File: src/rtl/priv_chk_pkg.sv
package priv_chk_pkg;

    localparam int OP_W   = 16;
    localparam int SR_W   = 32;

    localparam logic [OP_W-1:0] CTL_MASK  = 16'hF0FF;
    localparam logic [OP_W-1:0] BANK_MASK = 16'hF08F;
    localparam logic [SR_W-1:0] SR_WR_MASK = 32'h700083F3;

    localparam logic [OP_W-1:0] OP_TLB_LOAD = 16'h0038;
    localparam logic [OP_W-1:0] OP_RET_EXC  = 16'h002B;
    localparam logic [OP_W-1:0] OP_SLEEP    = 16'h001B;

    typedef enum logic [2:0] {
        GRP_OTHER,
        GRP_EXACT,
        GRP_BANKED,
        GRP_SR_LOAD,
        GRP_SR_STORE,
        GRP_CTRL_PRIV,
        GRP_CTRL_FREE
    } op_group_e;

    typedef struct packed {
        op_group_e grp;
        logic      privileged;
        logic      is_ret_exc;
        logic      sr_load;
    } op_class_t;

    typedef struct packed {
        logic ill;
        logic slot;
        logic priv;
        logic sr_we;
    } trap_req_t;

    function automatic logic is_banked(logic [OP_W-1:0] op);
        logic [OP_W-1:0] m;
        m = op & BANK_MASK;
        case (m)
            16'h408E, 16'h4087, 16'h0082, 16'h4083: return 1'b1;
            default:                                return 1'b0;
        endcase
    endfunction

    function automatic op_group_e ctl_group(logic [OP_W-1:0] op);
        logic [OP_W-1:0] m;
        m = op & CTL_MASK;
        case (m)
            16'h400E, 16'h4007: return GRP_SR_LOAD;
            16'h0002, 16'h4003: return GRP_SR_STORE;
            16'h402E, 16'h4027, 16'h0022, 16'h4023,
            16'h403E, 16'h4037, 16'h0032, 16'h4033,
            16'h404E, 16'h4047, 16'h0042, 16'h4043,
            16'h40FA, 16'h40F6, 16'h00FA, 16'h40F2: return GRP_CTRL_PRIV;
            16'h401E, 16'h4017, 16'h0012, 16'h4013,
            16'h400A, 16'h4006, 16'h000A, 16'h4002,
            16'h401A, 16'h4016, 16'h001A, 16'h4012,
            16'h402A, 16'h4026, 16'h002A, 16'h4022,
            16'h405A, 16'h4056, 16'h005A, 16'h4052: return GRP_CTRL_FREE;
            default:                                return GRP_OTHER;
        endcase
    endfunction

    function automatic logic group_is_priv(op_group_e g);
        case (g)
            GRP_EXACT, GRP_BANKED, GRP_SR_LOAD,
            GRP_SR_STORE, GRP_CTRL_PRIV: return 1'b1;
            default:                     return 1'b0;
        endcase
    endfunction

endpackage

File: src/rtl/priv_opclass_decode.sv
module priv_opclass_decode
    import priv_chk_pkg::*;
(
    input  logic [OP_W-1:0] opcode,
    output op_class_t       cls
);

    logic      exact_hit;
    logic      bank_hit;
    op_group_e ctl_grp;
    op_group_e grp;

    always_comb begin
        exact_hit = (opcode == OP_TLB_LOAD) || (opcode == OP_RET_EXC) ||
                    (opcode == OP_SLEEP);
        bank_hit  = is_banked(opcode);
        ctl_grp   = ctl_group(opcode);
        if (exact_hit) begin
            grp = GRP_EXACT;
        end else if (bank_hit) begin
            grp = GRP_BANKED;
        end else begin
            grp = ctl_grp;
        end
        cls.grp        = grp;
        cls.privileged = group_is_priv(grp);
        cls.is_ret_exc = (opcode == OP_RET_EXC);
        cls.sr_load    = (grp == GRP_SR_LOAD);
    end

endmodule

File: config.mk
export PLATFORM = sky130hd
export DESIGN_NAME = priv_opclass_decode
export DESIGN_NICKNAME = d
export VERILOG_FILES = /design/src/rtl/priv_chk_pkg.sv /design/src/rtl/priv_opclass_decode.sv
export SDC_FILE = /design/constraint.sdc
export NUM_CORES = 1
export LEC_CHECK = 0
export ABC_CLOCK_PERIOD_IN_PS = 1400
export BUFFER_PORTS_ARGS = -buffer_cell sky130_fd_sc_hd__buf_4
export CAP_MARGIN = 20
export CORE_AREA = 2 2 39 41
export DETAILED_ROUTE_END_ITERATION = 10
export DIE_AREA = 0 0 41 43
export GPL_ROUTABILITY_DRIVEN = 0
export PLACE_DENSITY_LB_ADDON = 0.2
export SLEW_MARGIN = 20
export SYNTH_ARGS = -nofsm -noshare
export SYNTH_HDL_FRONTEND = slang
export SYNTH_SLANG_ARGS = --single-unit
File: constraint.sdc
create_clock -name vclk -period 1.4
set_input_delay 0 -clock vclk [all_inputs]
set_output_delay 0 -clock vclk [all_outputs]
set_load 0.03 [all_outputs]
==> flow_summary.json <==
{
  "route.detailed.drc": 0,
  "drt_iter0_markers": 5,
  "status": "completed",
  "required_ns": 1.40,
  "ctsHoldBuffers": 0,
  "post_cts_resized": 0,
  "synthCells": 46,
  "worst-path-buf-inv": 2,
  "vias_per_cell": 4.93,
  "crit_path_end_kind": "primary output",
  "drive_above_1_share": 0.456,
  "hold_class": "primary input to primary output",
  "antenna_left": 0,
  "max_slew.worst_pin.slew_ns": 0.348,
  "fin_area_um2": 499,
  "fin_nets": 86,
  "synth_common_cells": "nor2_1 (6), nand2_1 (5), nand3_1 (3)",
  "die_w_um": 41,
  "synthDistinctLibCells": 29,
  "placementRows": 14,
  "finalSetupTns_ns": 0,
  "io_pins": 22,
  "initial_core_util": 0.211,
  "syn_nets": 62,
  "synth_area_leaders": "nor2_1 (7.7%), nand2_1 (6.4%), xnor2_1 (6.0%)",
  "crit_type": "primary input to primary output",
  "finalWorstSetupSlack_ns": 0.0630,
  "critPathMaxFanout": 2,
  "globalRouteOverflowTotal": 0,
  "fmax_mhz": 748,
  "arrival_ns": 1.34,
  "n_sequential_cell": 0,
  "min_period_ns": 1.34,
  "syn_to_final_growth_pct": 71.2,
  "grt_antenna_before_repair": 0,
  "pre_cts_slack_ns": 0.0121,
  "nClkBuffers": 0,
  "slowest_stage": "or4_4",
  "coreArea_um2": 1380,
  "fin_crit_sh": 0.955,
  "grtUsageTotal": 0.116,
  "powerDensity_nw_per_um2": 214,
  "synth_top_area_cell": "nor2_1",
  "placed_cell_area_um2": 495,
  "n_antenna_cell": 0,
  "grt_max_degree": 9,
  "wl_um": 902,
  "seqCellArea_um2": 0,
  "die_y_um": 43,
  "timing.slew.headroom": 0.766,
  "startpoint_type": "primary input",
  "firstDrtPassIters": 3,
  "dr_total_vias": 414,
  "cpPeakStageDelay_ns": 0.53,
  "synth_area_um2": 292,
  "finalSetupViolations": 0,
  "path_delay_family": "simple AND/OR/NAND/NOR gates",
  "p_leak_nw": 0.218,
  "peakVddDrop_mv": 0.0862,
  "finalHoldViolations": 0,
  "synth_top_area_share": 0.0773,
  "syn_avg_cell_area_um2": 6.34,
  "place_hpwl_um": 764,
  "ys_warn_count": 0,
  "numPortBuffers": 22,
  "wl_per_cell_um": 10.7,
  "yosysSeqAreaShare": 0,
  "crit_chain": "buf_4 -> or4_4 -> a31oi_2 -> o21ai_1 -> a211o_1 -> nand2_1 -> buf_6",
  "grt_pass1_vias": 374,
  "dieArea_um2": 1760,
  "grt_pass1_wl_mm": 1.52,
  "grt_setup_unrepaired": "no",
  "maxCapViolations": 0,
  "utilization": 0.361,
  "post-cts-setup-buffers": 0,
  "drv_slew": 0,
  "yosysMostFrequentCell": "nor2_1"
}
-- worst paths after layout --
| kind | cells past startpoint | endpoint | slack, ns | start |
|---|---|---|---|---|
| setup / recovery | 7 | cls[4] | 0.06 | opcode[2] |
| hold / removal | 3 | cls[1] | 0.34 | opcode[4] |
-- layout by cell type (no fill, tap or decap) --
cell type	count
o21ai_1	2
and4_1	1
nand3_1	3
a41oi_1	1
nor3_1	2
mux2_2	1
a21o_1	1
inv_1	1
buf_4	24
nand4b_1	1
nor2_1	5
and2b_1	1
a31oi_1	1
nor4b_2	1
buf_6	1
a32oi_1	1
nand4_1	2
nand2_1	5
xor2_1	1
a31oi_2	1
a211o_1	1
o21ba_2	1
nand3b_1	1
nor2_2	1
xnor2_1	2
o22a_1	1
nor4_1	2
nor2b_1	2
or4_4	1
-- where the power goes --
group	switching (mW)	internal (mW)
combinational	0.0481	0.0586
sequential	0	0
clock	0	0
total	0.0481	0.0586
-- cell families (layout without fill, tap and decap cells) --
| logic type | after synthesis | after routing | share of synthesized area |
|---|---|---|---|
| muxes | 1 | 1 | 0.0386 |
| xor gates and xnor gates | 3 | 3 | 0.0901 |
| and+or+nand+nor | 28 | 28 | 0.536 |
| buffers and inverters | 4 | 26 | 0.0558 |
| AOI/OAI and AO/OA | 10 | 10 | 0.279 |
-- metal layers --
layer	share of wire	track usage
met5	0	0
met4	0	0
met3	0.062	0
met2	0.43	0.181
met1	0.51	0.184
-- tightest hold or removal path: cells and delay by family --
family,cells,cell delay (ns)
buffers and inverters,2,0.29
AND/OR/NAND/NOR,1,0.05
-- cell type report --
type,instances,area [µm²]
Timing Repair Buffer,25,191
Multi-Input combinational cell,42,284
Fill cell,165,885
Tap cell,16,20.0
Inverter,1,3.75
-- per-stage QoR --
stage               hold WS [ns]  std cells  power [mW]
global route               0.367         84       0.118
floorplan                  0.168         46      0.0484
detailed placement         0.343         84       0.107
global placement           0.343         84       0.106
finish                     0.342         84       0.107
CTS                        0.343         84       0.107
Note: power is estimated with default switching activity, not from simulation.
